File: src/rtl/spindle_pm_pkg.sv
package spindle_pm_pkg;

  typedef enum logic [2:0] {
    ST_OFF       = 3'd0,
    ST_RAMP_UP   = 3'd1,
    ST_READY     = 3'd2,
    ST_ACCESS    = 3'd3,
    ST_RAMP_DOWN = 3'd4
  } spin_st_e;

  // A zero timeout behaves as a single cycle of idling.
  function automatic logic [31:0] eff_tout(input logic [31:0] t);
    return (t == 32'd0) ? 32'd1 : t;
  endfunction

  // Step the timeout up or down, saturate at zero, then clamp to bounds.
  function automatic logic [31:0] tout_adjust(
    input logic [31:0] cur,
    input logic        up,
    input logic [31:0] step,
    input logic [31:0] lo,
    input logic [31:0] hi
  );
    logic [32:0] v;
    if (up) v = {1'b0, cur} + {1'b0, step};
    else if (cur < step) v = 33'd0;
    else v = {1'b0, cur - step};
    if (v > {1'b0, hi}) v = {1'b0, hi};
    if (v < {1'b0, lo}) v = {1'b0, lo};
    return v[31:0];
  endfunction

endpackage

File: src/rtl/spindle_ramp_timer.sv
module spindle_ramp_timer #(
  parameter int LEN = 10
) (
  input  logic clk,
  input  logic rst_n,
  input  logic active,
  output logic done
);
  localparam int W = (LEN < 2) ? 1 : $clog2(LEN + 1);
  localparam logic [W-1:0] LAST = W'(LEN - 1);

  logic [W-1:0] cnt;

  always_ff @(posedge clk or negedge rst_n) begin
    if (!rst_n)      cnt <= '0;
    else if (active) cnt <= cnt + 1'b1;
    else             cnt <= '0;
  end

  assign done = active && (cnt == LAST);
endmodule

File: src/rtl/spindle_idle_timer.sv
module spindle_idle_timer #(
  parameter int CNT_W = 12
) (
  input  logic             clk,
  input  logic             rst_n,
  input  logic             in_ready,
  input  logic             io_req,
  input  logic [CNT_W-1:0] tout,
  output logic             expire
);
  import spindle_pm_pkg::*;

  logic [CNT_W-1:0] cnt;
  logic [31:0]      lim;

  assign lim = eff_tout(32'(tout)) - 32'd1;

  always_ff @(posedge clk or negedge rst_n) begin
    if (!rst_n)        cnt <= '0;
    else if (in_ready) cnt <= cnt + 1'b1;
    else               cnt <= '0;
  end

  assign expire = in_ready && !io_req && (32'(cnt) >= lim);
endmodule

File: src/rtl/spindle_tout_adapt.sv
module spindle_tout_adapt #(
  parameter int CNT_W = 12
) (
  input  logic             clk,
  input  logic             rst_n,
  input  logic             adapt_en,
  input  logic             ev_hit,
  input  logic             ev_expire,
  input  logic [CNT_W-1:0] tout_cfg,
  input  logic [CNT_W-1:0] tout_min,
  input  logic [CNT_W-1:0] tout_max,
  input  logic [CNT_W-1:0] tout_step,
  output logic [CNT_W-1:0] tout
);
  import spindle_pm_pkg::*;

  logic [31:0] adj;

  assign adj = tout_adjust(32'(tout), ev_hit, 32'(tout_step),
                           32'(tout_min), 32'(tout_max));

  always_ff @(posedge clk or negedge rst_n) begin
    if (!rst_n)                     tout <= '0;
    else if (!adapt_en)             tout <= tout_cfg;
    else if (ev_hit || ev_expire)   tout <= adj[CNT_W-1:0];
  end
endmodule

File: src/rtl/spindle_fsm.sv
module spindle_fsm (
  input  logic                     clk,
  input  logic                     rst_n,
  input  logic                     io_req,
  input  logic                     wake_hint,
  input  logic                     access_done,
  input  logic                     up_done,
  input  logic                     down_done,
  input  logic                     idle_expire,
  output spindle_pm_pkg::spin_st_e st,
  output logic                     up_p,
  output logic                     down_p
);
  import spindle_pm_pkg::*;

  spin_st_e nxt;
  logic     pend, pend_n;

  always_comb begin
    nxt    = st;
    pend_n = pend;
    unique case (st)
      ST_OFF: begin
        pend_n = pend | io_req;
        if (io_req || wake_hint) nxt = ST_RAMP_UP;
      end
      ST_RAMP_UP: begin
        pend_n = pend | io_req;
        if (up_done) begin
          nxt    = pend_n ? ST_ACCESS : ST_READY;
          pend_n = 1'b0;
        end
      end
      ST_READY: begin
        if (io_req)           nxt = ST_ACCESS;
        else if (idle_expire) nxt = ST_RAMP_DOWN;
      end
      ST_ACCESS: begin
        if (access_done) nxt = ST_READY;
      end
      ST_RAMP_DOWN: begin
        pend_n = pend | io_req;
        if (down_done) nxt = pend_n ? ST_RAMP_UP : ST_OFF;
      end
      default: nxt = ST_OFF;
    endcase
  end

  always_ff @(posedge clk or negedge rst_n) begin
    if (!rst_n) begin
      st     <= ST_OFF;
      pend   <= 1'b0;
      up_p   <= 1'b0;
      down_p <= 1'b0;
    end else begin
      st     <= nxt;
      pend   <= pend_n;
      up_p   <= (nxt == ST_RAMP_UP)   && (st != ST_RAMP_UP);
      down_p <= (nxt == ST_RAMP_DOWN) && (st != ST_RAMP_DOWN);
    end
  end
endmodule

File: src/rtl/spindle_pm.sv
module spindle_pm #(
  parameter int CNT_W    = 12,
  parameter int UP_CYC   = 10,
  parameter int DOWN_CYC = 6
) (
  input  logic             clk,
  input  logic             rst_n,
  input  logic             io_req,
  input  logic             wake_hint,
  input  logic             access_done,
  input  logic             adapt_en,
  input  logic [CNT_W-1:0] tout_cfg,
  input  logic [CNT_W-1:0] tout_min,
  input  logic [CNT_W-1:0] tout_max,
  input  logic [CNT_W-1:0] tout_step,
  output logic [2:0]       state_o,
  output logic             io_ready,
  output logic             spinup_pulse,
  output logic             spindown_pulse,
  output logic [CNT_W-1:0] tout_cur
);
  import spindle_pm_pkg::*;

  spin_st_e st;
  logic     up_done, down_done, idle_expire;
  logic     ev_idle_hit, ev_idle_expire;
  logic     in_ready;

  assign in_ready       = (st == ST_READY);
  assign ev_idle_hit    = in_ready && io_req;
  assign ev_idle_expire = idle_expire;

  spindle_ramp_timer #(.LEN(UP_CYC)) u_up_tmr (
    .clk(clk), .rst_n(rst_n), .active(st == ST_RAMP_UP), .done(up_done));

  spindle_ramp_timer #(.LEN(DOWN_CYC)) u_dn_tmr (
    .clk(clk), .rst_n(rst_n), .active(st == ST_RAMP_DOWN), .done(down_done));

  spindle_idle_timer #(.CNT_W(CNT_W)) u_idle (
    .clk(clk), .rst_n(rst_n), .in_ready(in_ready), .io_req(io_req),
    .tout(tout_cur), .expire(idle_expire));

  spindle_tout_adapt #(.CNT_W(CNT_W)) u_adapt (
    .clk(clk), .rst_n(rst_n), .adapt_en(adapt_en),
    .ev_hit(ev_idle_hit), .ev_expire(ev_idle_expire),
    .tout_cfg(tout_cfg), .tout_min(tout_min), .tout_max(tout_max),
    .tout_step(tout_step), .tout(tout_cur));

  spindle_fsm u_fsm (
    .clk(clk), .rst_n(rst_n), .io_req(io_req), .wake_hint(wake_hint),
    .access_done(access_done), .up_done(up_done), .down_done(down_done),
    .idle_expire(idle_expire), .st(st), .up_p(spinup_pulse),
    .down_p(spindown_pulse));

  assign state_o  = st;
  assign io_ready = in_ready;
endmodule

File: config.mk
export PLATFORM = sky130hd
export DESIGN_NAME = spindle_pm
export DESIGN_NICKNAME = d
export VERILOG_FILES = /design/src/rtl/spindle_pm_pkg.sv /design/src/rtl/spindle_ramp_timer.sv /design/src/rtl/spindle_idle_timer.sv /design/src/rtl/spindle_tout_adapt.sv /design/src/rtl/spindle_fsm.sv /design/src/rtl/spindle_pm.sv
export SDC_FILE = /design/constraint.sdc
export NUM_CORES = 1
export LEC_CHECK = 0
export ABC_AREA = 1
export BUFFER_PORTS_ARGS = -buffer_cell sky130_fd_sc_hd__buf_2
export CAP_MARGIN = 0
export CORE_MARGIN = 2
export CORE_UTILIZATION = 50
export CTS_CLUSTER_DIAMETER = 80
export DETAILED_ROUTE_END_ITERATION = 10
export HOLD_SLACK_MARGIN = 0.06
export PLACE_DENSITY_LB_ADDON = 0.1
export REMOVE_ABC_BUFFERS = 1
export SLEW_MARGIN = 20
export SYNTH_ARGS = -nofsm -noshare
export SYNTH_HDL_FRONTEND = slang
export SYNTH_SLANG_ARGS = --single-unit
File: constraint.sdc
create_clock -name clk -period 6.3 [get_ports clk]
set_input_delay 0 -clock clk [delete_from_list [all_inputs] [get_ports clk]]
set_output_delay 0 -clock clk [all_outputs]
set_load 0.02 [all_outputs]
---- After elaboration in Yosys (flattened, before gate mapping) ----
Cells that the tools add are included.
storage, ports and cells
  word-level logic and storage cells ...... 65
  output and inout bits ................... 18
  input port bits ......................... 54
  bits in registers ....................... 37
operators by class
  eq/ne operators ......................... 11
  reduce and logical (&&, ||, !) cells .... 14
  bitwise gates (word level) .............. 1
  add/sub/neg operators ................... 6
  muxes and demuxes ....................... 21
  magnitude comparators ................... 4
operators by type and width
  cell                   number
  $mux 33                2
  $mux 12                5
  $gt 33x12->1           1
  $lt 33x12->1           1
  $ge 12x32->1           1
  $mux 32                1
  $sub 32x1->32 const B  1
  $mux 3                 7
  $pmux 3 s5             1
  $add 12x12->13         1
  $sub 12x12->13         1
  $add 12x1->12 const B  1
  $logic_not 12->1       1
  $lt 12x12->1           1
  $eq 3x3->1 const B     3
  $logic_and 1x1->1      7
  $eq 3x1->1 const B     2
  $eq 3x2->1 const B     2
  $add 4x1->4 const B    1
  $eq 4x4->1 const B     1
  $mux 4                 1
  $add 3x1->3 const B    1
  $logic_not 3->1        1
  $mux 1                 3
  9 further kinds        10

---- Longest topological paths before layout ----
Gate-level depths: netlist (run 1).
  depth in word-level cells ............... 10
  mapped depth ............................ 39
  mapped depth without buffers ............ 37

---- By module ----
From an unflattened synthesis (run 1), not the netlist that was laid out.
second synthesis, totals
  cell total of the unflattened synthesis .. 725
  area, all modules ....................... 4,827.1 um2
modules (own cells, without submodules)
  module                         cells an instance  area an instance (um2)  sequential area each (um2)  instances
  spindle_tout_adapt             481                3,027.9                 300.3                       1
  spindle_idle_timer             156                1,106.1                 300.3                       1
  spindle_fsm                    45                 331.6                   150.1                       1
  spindle_ramp_timer (u_up_tmr)  20                 182.7                   100.1                       1
  spindle_ramp_timer (u_dn_tmr)  15                 137.6                   75.1                        1
  spindle_pm                     8                  41.3                    0.0                         1

---- Worst setup path before layout (run 1) ----
No wires, ideal clock.
  path kind ............................... register -> register
  start ................................... reg u_adapt.tout[0]
  end ..................................... reg u_adapt.tout[10]
  setup time .............................. 0.122 ns
  buffers on the path ..................... 2
  stages on the path, launching flop included .. 35
  path slack .............................. 1.183 ns
  clock period less this slack ............ 5.117 ns
  required time ........................... 6.178 ns
  arrival time ............................ 4.996 ns
  cell sequence ........................... dfrtp_1 ha_1 inv_1 fa_1 inv_1 nand2_1 a21oi_2 a21oi_1 or2_2 nand3_1 nand2_1 ha_1 nand2_1 nor2_1 nand3b_1 nand3_1 nand2_1 nand2_1 nand2_1 nand2_1 nand2_1 nand2_4 inv_2 buf_6 o21a_1 inv_1 ha_1 a21oi_1 o21a_1 o221ai_1 a211oi_1 clkbuf_1 nand3_1 nand3_2 a21oi_2
on the way
  cells in the longest elaborated chain, start to end .. 9
  elaborated cells on any way between the ends .. 18
  those cells by class .................... 3 x add/sub; 4 x order compare; 1 x eq/ne; 7 x mux; 3 x reduce/logical
RTL lines
  item                                                   RTL line                                    RTL
  start, declared                                        spindle_tout_adapt.sv:13                    output logic [CNT_W-1:0] tout
  start signal, assigned                                 spindle_tout_adapt.sv:24                    else if (!adapt_en) tout <= tout_cfg;
  start signal, assigned                                 spindle_tout_adapt.sv:25                    else if (ev_hit || ev_expire) tout <= adj[CNT_W-1:0];
  $sub 12x12->13 / $lt 12x12->1 (equally long branches)  spindle_pm_pkg.sv:27, spindle_pm_pkg.sv:26
  $mux 32                                                spindle_pm_pkg.sv:26                        else if (cur < step) v = 33'd0;
  $mux 33                                                spindle_pm_pkg.sv:25                        if (up) v = {1'b0, cur} + {1'b0, step};
  $gt 33x12->1                                           spindle_pm_pkg.sv:28                        if (v > {1'b0, hi}) v = {1'b0, hi};
  $mux 33                                                spindle_pm_pkg.sv:28
  $lt 33x12->1                                           spindle_pm_pkg.sv:29                        if (v < {1'b0, lo}) v = {1'b0, lo};
  $mux 12                                                spindle_pm_pkg.sv:29
  $mux 12                                                spindle_tout_adapt.sv:25
  $mux 12                                                spindle_tout_adapt.sv:24
Several ways; a longest one is shown, not always the timed one. The select of a mux whose other input is x is not followed.
A chain may end at the register's enable or synchronous reset.

---- Final worst setup path (run 1) ----
  start ................................... reg u_adapt.tout[0]
  end ..................................... reg u_adapt.tout[0]
Same word-level chain as after synthesis.

==> impl_metrics.env, run 1 <==
export IMPL_status="complete, no violations"
export IMPL_synth_xor_area_frac=0.0353
export IMPL_ir_drop_mv=0.340
export IMPL_vias=4604
export IMPL_synthTopCellsByArea="dfrtp_1 (20%), ha_1 (17%), nand2_1 (8.9%)"
export IMPL_worstPathArrival_ns=5.72
export IMPL_r2r_start="u_adapt.tout[0]"
export IMPL_drive_above_1_share=0.202
export IMPL_detail_route_first_pass_iterations=4
export IMPL_drt_iter0_drc=201
export IMPL_finalWeightedCongestion=1.02
export IMPL_crit_path_start="u_adapt.tout[0]"
export IMPL_clk_root_buffer_cell="clkbuf_8"
export IMPL_tightest_slew_ns=0.825
export IMPL_setup_tns_ns=0
export IMPL_setup_viol_count_final=0
export IMPL_grt_max_degree=38
export IMPL_track_usage=0.260
export IMPL_dieHeight_um=101
export IMPL_slowest_stage="dfrtp_1"
export IMPL_ys_ff_latch=37
export IMPL_cp_slowest_stage_delay_ns=0.50
export IMPL_antennaDiodeCount=0
export IMPL_dieArea_um2=10200
export IMPL_drt_total_wl_um=12600
export IMPL_regToRegEndpoint="u_adapt.tout[0]"
export IMPL_antenna_found_initial=0
export IMPL_io_pins=72
export IMPL_final_period_utilization=0.871
export IMPL_core_area_um2=9200
export IMPL_grt_pass1_wl_um=21000
export IMPL_syn_area_um2=4720
export IMPL_cellLeakagePower_nw=2.92
export IMPL_path_max_fanout=14
export IMPL_rsz0062_at_grt="no"
export IMPL_netlist_area_leader_share=0.196
export IMPL_row_count=35
export IMPL_synth_top_family_by_area="simple AND/OR/NAND/NOR gates"
export IMPL_final_common_cell="nand2_1"
export IMPL_regArea_um2=926
export IMPL_fin_skew_ns=0.0126
export IMPL_endpoint="u_adapt.tout[0]"
export IMPL_fp_dieW_um=101
export IMPL_cts_buffers=5
export IMPL_clock_latency_ns=0.30
export IMPL_r2r_slack_ns=0.81
export IMPL_area_growth_pct=13.6
export IMPL_synthMuxAreaShare=0
export IMPL_final_cell_mix="nand2_1 (112), inv_1 (110), buf_2 (71), ha_1 (66), nor2_1 (59)"
export IMPL_ant_nets=0
export IMPL_n_fill_cell=896
export IMPL_cts_sinks=37
export IMPL_tritoncts="built"
export IMPL_grt_pass1_vias=4403
export IMPL_vias_per_cell=5.30
export IMPL_crit_required_ns=6.53
export IMPL_cts_resized=0
export IMPL_avgSynthCellArea_um2=6.98
export IMPL_cts_buffer_depth=2
export IMPL_p_per_area_nw_per_um2=448
export IMPL_ff2ff_path_depth=35
export IMPL_p_total_mw=2.40
export IMPL_drc=0
export IMPL_synth_edf_count=0
export IMPL_initial_utilization=0.513
export IMPL_final_net_count=879
export IMPL_multi_input_area_um2=3220
export IMPL_hold_class="primary input to flip-flop"
export IMPL_synth_top_area_cell="dfrtp_1"
export IMPL_worstHoldStart="io_req"
export IMPL_cp_end_kind="flip-flop"
export IMPL_place_hpwl_um=10500
export IMPL_crit_top_cell="nand2_1"
export IMPL_ctsHtreeMaxLevel=2
export IMPL_max_slew_margin_rel=0.450
export IMPL_synth_cell_type_count=49
export IMPL_io_buffers=71
export IMPL_min_period_ns=5.49
export IMPL_async_flop_share=1.00
export IMPL_yosysWarnings=0
export IMPL_synth_simple_area_share=0.293
export IMPL_wire_per_inst_um=14.6
export IMPL_drv_slew=0
export IMPL_synth_adder_area_share=0.183
export IMPL_syn_inst=676
export IMPL_critPathLaunchType="flip-flop"
export IMPL_path_clk_slew_ns=0.09
export IMPL_drv_cap=0
export IMPL_synth_compound_area_frac=0.171
export IMPL_synth_seq_area_share=0.196
export IMPL_path_class="flip-flop to flip-flop"
export IMPL_fmaxAchievable_mhz=182
export IMPL_final_hold_violation_count=0
export IMPL_grt_overflow_total=0
export IMPL_synth_ff_type="dfrtp_1"
metrics by stage:
step | hold slack (ns) | setup slack [ns] | std cells | util | area [um2]
6_report | 0.0770 | 0.810 | 869 | 0.583 | 5360
3_5_place_dp | 0.150 | 0.851 | 848 | 0.559 | 5140
5_1_grt | 0.0796 | 0.285 | 869 | 0.583 | 5360
3_3_place_gp | 0.147 | 0.885 | 848 | 0.559 | 5140
2_1_floorplan | -0.296 | 0.834 | 661 | - | 4610
4_1_cts | 0.0736 | 0.826 | 869 | 0.583 | 5360
synthesized netlist by cell type, types with 12 or more instances:
| library cell | instances |
|---|---|
| o21ai_0 | 24 |
| a21oi_1 | 52 |
| nand2_2 | 15 |
| inv_1 | 110 |
| dfrtp_1 | 37 |
| o21a_1 | 12 |
| ha_1 | 66 |
| a21oi_2 | 14 |
| nand2_1 | 112 |
| nand3_2 | 12 |
| nor2_1 | 59 |
| nand3_1 | 48 |
| nor3_1 | 15 |
critical path, delay by kind of cell, from the launching register on:
family	cells	cell delay [ns]
AND/OR/NAND/NOR	18	1.77
AO/OA/AOI/OAI	8	1.33
adder cells (fa/ha/maj)	4	1.27
buffers and inverters	5	0.56
flip-flops	1	0.50
report_power, final:
group | internal [mW] | switching (mW)
registers | 0.286 | 0.0978
clock network | 0.0785 | 0.0946
logic | 0.672 | 1.17
total | 1.04 | 1.36
kinds of logic (layout without fill, tap and decap cells):
group / after synthesis / count (layout)
adder cells (fa/ha/maj): 68 / 68
XOR/XNOR: 19 / 19
flip-flops: 37 / 37
AND/OR/NAND/NOR: 286 / 286
AO/OA/AOI/OAI: 129 / 129
buffers and inverters: 137 / 219
flip-flops by register name, indices dropped and copies added, names as in the netlist:
name	count
u_adapt.tout	12
u_idle.cnt	12
u_up_tmr.cnt	4
u_fsm.up_p	1
u_fsm.pend	1
u_dn_tmr.cnt	3
u_fsm.down_p	1
u_fsm.st	3
timing repair:
item	in CTS	in global routing
hold buffers	13	0
setup buffers	0	0
endpoints found under the hold margin	49	0
how the worst min path moves through the flow:
| stage | end | slack, ns | cells after the start |
|---|---|---|---|
| 6_report | u_fsm.down_p | 0.08 | 4 |
| 5_1_grt | u_fsm.st[0] | 0.08 | 4 |
| 4_1_cts | u_fsm.st[0] | 0.07 | 4 |
| 3_5_place_dp | u_idle.cnt[7] | 0.15 | 1 |
| 3_3_place_gp | u_idle.cnt[5] | 0.15 | 1 |
| 2_1_floorplan | u_adapt.tout[0] | -0.30 | 0 |
layout make-up:
| cell class | count | area share |
|---|---|---|
| clock buffer | 5 | 0.0128 |
| clock inverter | 3 | 0.00397 |
| inverter | 122 | 0.0863 |
| multi-input combinational | 502 | 0.601 |
| sequential | 37 | 0.173 |
| tap | 111 | 0.0259 |
| timing repair buffer | 89 | 0.0975 |
metal layers:
layer,vias up,routed length (um),global-route usage
met3,17,620,0.0497
met5,-,0,0
met4,0,280,0.0696
li1,2373,-,-
met2,121,5570,0.406
met1,2093,6170,0.369
Note: power is estimated with default switching activity, not from simulation.
==> run 2: changes to the inputs <==
- CORE_UTILIZATION: 50 -> 55
==> impl_metrics.env, run 2 (same netlist as run 1, synthesis figures left out) <==
export IMPL_min_period_ns=5.64
export IMPL_status="complete, no violations"
export IMPL_critPathLaunchType="flip-flop"
export IMPL_cp_slowest_stage_delay_ns=0.50
export IMPL_drc=0
export IMPL_area_growth_pct=13.5
export IMPL_cts_setup_buffers=0
export IMPL_busiest_layer="met2"
export IMPL_ctsHtreeMaxLevel=2
export IMPL_cp_top_family="simple AND/OR/NAND/NOR gates"
export IMPL_p_total_mw=2.42
export IMPL_use_met1=0.382
export IMPL_ir_drop_mv=0.244
export IMPL_cts_sinks=37
export IMPL_antennaDiodeCount=0
export IMPL_grt_pass1_wl_um=21800
export IMPL_cellLeakagePower_nw=2.92
export IMPL_path_max_fanout=14
export IMPL_final_cell_mix="nand2_1 (112), inv_1 (110), buf_2 (71), ha_1 (66), nor2_1 (59)"
export IMPL_crit_top_cell="nand2_1"
export IMPL_instances_no_fill=861
export IMPL_drt_iter0_drc=202
export IMPL_crit_required_ns=6.52
export IMPL_core_area_um2=8260
export IMPL_cts_buffers=5
export IMPL_vias=4673
export IMPL_initial_utilization=0.572
export IMPL_grt_max_degree=38
export IMPL_cp_end_kind="flip-flop"
export IMPL_worst_slack_ns=0.657
export IMPL_grt_pass1_vias=4664
export IMPL_path_clk_slew_ns=0.08
export IMPL_vias_per_cell=5.43
export IMPL_placedCellCount=840
export IMPL_cts_buffer_depth=2
export IMPL_io_pins=72
export IMPL_rsz0062_at_grt="no"
export IMPL_dp_slack_ns=0.770
export IMPL_final_period_utilization=0.896
export IMPL_io_buffers=71
export IMPL_grtUsageMet2=0.463
export IMPL_worstPathArrival_ns=5.86
export IMPL_fmaxAchievable_mhz=177
export IMPL_hold_class="primary input to flip-flop"
export IMPL_finalWeightedCongestion=0.996
export IMPL_fin_skew_ns=0.0117
export IMPL_path_buf_inv=5
export IMPL_tritoncts="built"
export IMPL_dieArea_um2=9340
export IMPL_met3_usage=0.0650
export IMPL_detail_route_first_pass_iterations=5
export IMPL_max_slew_margin_rel=0.451
export IMPL_dpl_cell_area_um2=5120
export IMPL_p_per_area_nw_per_um2=452
export IMPL_postLayoutCoreUtil=0.649
export IMPL_final_net_count=877
export IMPL_reg_top3="u_adapt.tout (12), u_idle.cnt (12), u_up_tmr.cnt (4)"
export IMPL_antenna_found_initial=0
export IMPL_drive_above_1_share=0.198
export IMPL_dieHeight_um=96.6
export IMPL_tightest_slew_ns=0.823
export IMPL_n_fill_cell=767
export IMPL_wire_per_inst_um=14.7
export IMPL_fin_hold_ws_ns=0.109
export IMPL_clock_latency_ns=0.30
export IMPL_place_hpwl_um=10400
export IMPL_drt_total_wl_um=12700
export IMPL_path_class="flip-flop to flip-flop"
export IMPL_final_area_um2=5360
export IMPL_row_count=33
export IMPL_setup_tns_ns=0
export IMPL_slowest_stage="dfrtp_1"
export IMPL_clk_root_buffer_cell="clkbuf_8"
export IMPL_drv_slew=0
export IMPL_fp_dieW_um=96.6
export IMPL_track_usage=0.280
export IMPL_drv_cap=0
export IMPL_ant_nets=0
export IMPL_grt_overflow_total=0
export IMPL_final_common_cell="nand2_1"
export IMPL_setup_viol_count_final=0
export IMPL_final_hold_violation_count=0
[run 2: cell type report]
class,instances,area [um2],area share
Tap cell,105,131,0.0245
Clock inverter,2,38.8,0.00724
Sequential cell,37,926,0.173
Multi-Input combinational cell,502,3220,0.601
Clock buffer,6,72.6,0.0135
Inverter,122,463,0.0864
Timing Repair Buffer,87,508,0.0948
[run 2: worst paths after layout]
kind,endpoint,from,depth (start not counted),slack [ns]
setup reg to reg,u_adapt.tout[0],u_adapt.tout[0],35,0.66
hold reg to reg,u_dn_tmr.cnt[0],u_dn_tmr.cnt[0],1,0.47
max in group asynchronous,u_adapt.tout[9],rst_n,2,5.44
hold / removal,u_adapt.tout[8],adapt_en,3,0.11
setup / recovery,u_adapt.tout[0],u_adapt.tout[0],35,0.66
min in group asynchronous,u_idle.cnt[11],rst_n,2,0.33
[run 2: power by group]
group          total [mW]  switching, mW  leakage [nW]  internal (mW)
registers           0.388          0.102         0.473          0.286
logic                1.82           1.16          2.39          0.664
clock network       0.211         0.0919        0.0554          0.119
total                2.42           1.35          2.92           1.07
[run 2: tightest hold or removal path: stages]
cell and delay, ns:
buf_2 0.21, nand3_2 0.12, a21oi_2 0.05
[run 2: routing by layer]
metal / vias up / part of all wire
met4: 0 / 0.0089
met3: 12 / 0.073
met5: - / 0
met2: 147 / 0.45
li1: 2365 / -
met1: 2149 / 0.47
[run 2: repair_timing]
| item | in CTS | in global routing |
|---|---|---|
| gates resized for setup | 0 | 0 |
| endpoints found under the hold margin | 49 | 0 |
| hold buffers | 13 | 0 |
==> run 3: changes to the inputs <==
- BUFFER_PORTS_ARGS: -buffer_cell sky130_fd_sc_hd__buf_2 -> -buffer_cell sky130_fd_sc_hd__buf_4
- CORE_UTILIZATION: 55 -> 53
- CTS_CLUSTER_SIZE: unset -> 14
- clock period: 6.3 -> 4.5 ns (I/O delays scaled with it)
==> impl_metrics.env, run 3 (same netlist as run 1, synthesis figures left out) <==
export IMPL_status="finished with violations"
export IMPL_failed_checks="negative setup slack"
export IMPL_min_period_ns=4.90
export IMPL_p_total_mw=5.13
export IMPL_place_hpwl_um=11400
export IMPL_fin_skew_ns=0.00588
export IMPL_n_fill_cell=622
export IMPL_setup_viol_count_final=12
export IMPL_row_count=34
export IMPL_final_hold_violation_count=0
export IMPL_antenna_found_initial=0
export IMPL_cp_end_kind="flip-flop"
export IMPL_cts_buffer_depth=2
export IMPL_vias=5335
export IMPL_fin_hold_ws_ns=0.0894
export IMPL_power_frac_seq=0.094
export IMPL_grt_pass1_vias=5315
export IMPL_area_growth_pct=46.0
export IMPL_cp_slowest_stage_delay_ns=0.38
export IMPL_drive_above_1_share=0.399
export IMPL_final_common_cell="buf_4"
export IMPL_drt_total_wl_um=15600
export IMPL_io_pins=72
export IMPL_track_usage=0.318
export IMPL_fmaxAchievable_mhz=204
export IMPL_detail_route_first_pass_iterations=4
export IMPL_path_class="flip-flop to flip-flop"
export IMPL_grt_pass1_wl_um=24800
export IMPL_crit_top_cell="nand2_1"
export IMPL_path_clk_slew_ns=0.09
export IMPL_io_buffers=71
export IMPL_antennaDiodeCount=0
export IMPL_ctsHtreeMaxLevel=2
export IMPL_vias_per_cell=5.46
export IMPL_worst_slack_ns=-0.404
export IMPL_multi_input_area_um2=3690
export IMPL_reg_top3="u_adapt.tout (12), u_idle.cnt (12), u_up_tmr.cnt (4)"
export IMPL_internal_power_mw=2.56
export IMPL_clk_root_buffer_cell="clkbuf_8"
export IMPL_grt_max_degree=38
export IMPL_combPwrFrac=0.857
export IMPL_p_clk_frac=0.049
export IMPL_tritoncts="built"
export IMPL_dp_slack_ns=-0.476
export IMPL_worstPathArrival_ns=5.10
export IMPL_p_per_area_nw_per_um2=744
export IMPL_final_period_utilization=1.09
export IMPL_regArea_um2=926
export IMPL_drv_slew=0
export IMPL_drt_iter0_drc=202
export IMPL_power_switching_mw=2.57
export IMPL_dieHeight_um=98.4
export IMPL_crit_required_ns=4.69
export IMPL_final_cell_mix="buf_4 (173), inv_1 (101), nand2_1 (90), nor2_1 (55), ha_1 (50)"
export IMPL_clock_latency_ns=0.30
export IMPL_postLayoutCoreUtil=0.794
export IMPL_fp_dieW_um=98.4
export IMPL_ir_drop_mv=0.566
export IMPL_hold_class="primary input to flip-flop"
export IMPL_grt_overflow_total=0
export IMPL_dieArea_um2=9680
export IMPL_finalWeightedCongestion=0.977
export IMPL_rsz0062_at_grt="yes"
export IMPL_drc=0
export IMPL_drv_cap=0
export IMPL_wire_per_inst_um=16.0
export IMPL_cellLeakagePower_nw=3.58
export IMPL_slowest_stage="dfrtp_1"
export IMPL_initial_utilization=0.544
export IMPL_cts_buffers=5
export IMPL_max_slew_margin_rel=0.645
export IMPL_critPathLaunchType="flip-flop"
export IMPL_tightest_slew_ns=0.529
export IMPL_p_sw_frac=0.500
export IMPL_ant_nets=0
export IMPL_cts_sinks=37
export IMPL_core_area_um2=8680
export IMPL_final_net_count=991
export IMPL_path_max_fanout=7
## run 3: cell count changes in the layout (fill, tap and decap cells not counted), moves of 13 or more
| cell | delta |
|---|---|
| a21oi_1 | -13 |
| buf_2 | -71 |
| nand2_2 | +19 |
| ha_4 | +13 |
| nand2_1 | -22 |
| ha_1 | -16 |
| buf_4 | +170 |
## run 3: repair_timing
action	CTS	global route
pin swaps	43	27
hold endpoints to repair	50	0
buffers inserted	16	8
cloned	3	0
gates resized for setup	77	34
hold buffers	15	0
endpoints found under the setup margin	12	12
## run 3: layout make-up
class | count | share of cell area
repair inverters | 1 | 0.00127
well taps | 108 | 0.0196
clock buffers | 5 | 0.00998
inverters | 122 | 0.0682
repair buffers | 198 | 0.228
clock inverters | 3 | 0.00309
flip-flops and latches | 37 | 0.134
multi-input cells | 504 | 0.536
## run 3: path summary, 6_finish.rpt
| path | start | to | slack, ns | cells after the start |
|---|---|---|---|---|
| min reg2reg | u_idle.cnt[11] | u_idle.cnt[11] | 0.48 | 1 |
| max | u_adapt.tout[0] | u_adapt.tout[11] | -0.40 | 38 |
| min | wake_hint | u_fsm.st[0] | 0.09 | 4 |
| max reg2reg | u_adapt.tout[0] | u_adapt.tout[11] | -0.40 | 38 |
| max in group asynchronous | rst_n | u_adapt.tout[11] | 3.97 | 2 |
| min in group asynchronous | rst_n | u_idle.cnt[11] | 0.19 | 2 |
## run 3: power groups by stage
stage	logic [mW]	registers [mW]	clock network, mW
5_1_grt	4.76	0.487	0.268
6_report	4.40	0.481	0.252
3_3_place_gp	3.27	0.476	0
3_5_place_dp	3.33	0.478	0
4_1_cts	3.93	0.476	0.251
2_1_floorplan	1.85	0.574	0
## run 3: critical path: cells and delay by family (launching register included)
family | cells | cell delay, ns
DFF | 1 | 0.38
buffers and inverters | 8 | 0.72
AOI/OAI and AO/OA | 5 | 0.71
and+or+nand+nor | 21 | 1.91
adders and majority gates | 4 | 1.09
## run 3: layer usage
| layer | vias up | track usage | routed length (um) |
|---|---|---|---|
| met1 | 2466 | 0.400 | 6460 |
| met3 | 51 | 0.0587 | 964 |
| met4 | 0 | 0.111 | 624 |
| met2 | 214 | 0.548 | 7570 |
| met5 | - | 0 | 0 |
| li1 | 2604 | - | - |
## run 3: metrics by stage
step	cell area [um2]	instances	setup TNS, ns
3_5_place_dp	5950	928	-5.14
3_3_place_gp	5950	928	-3.33
4_1_cts	6680	970	-1.91
2_1_floorplan	4610	661	-11.54
6_report	6890	978	-4.68
5_1_grt	6890	978	-7.74
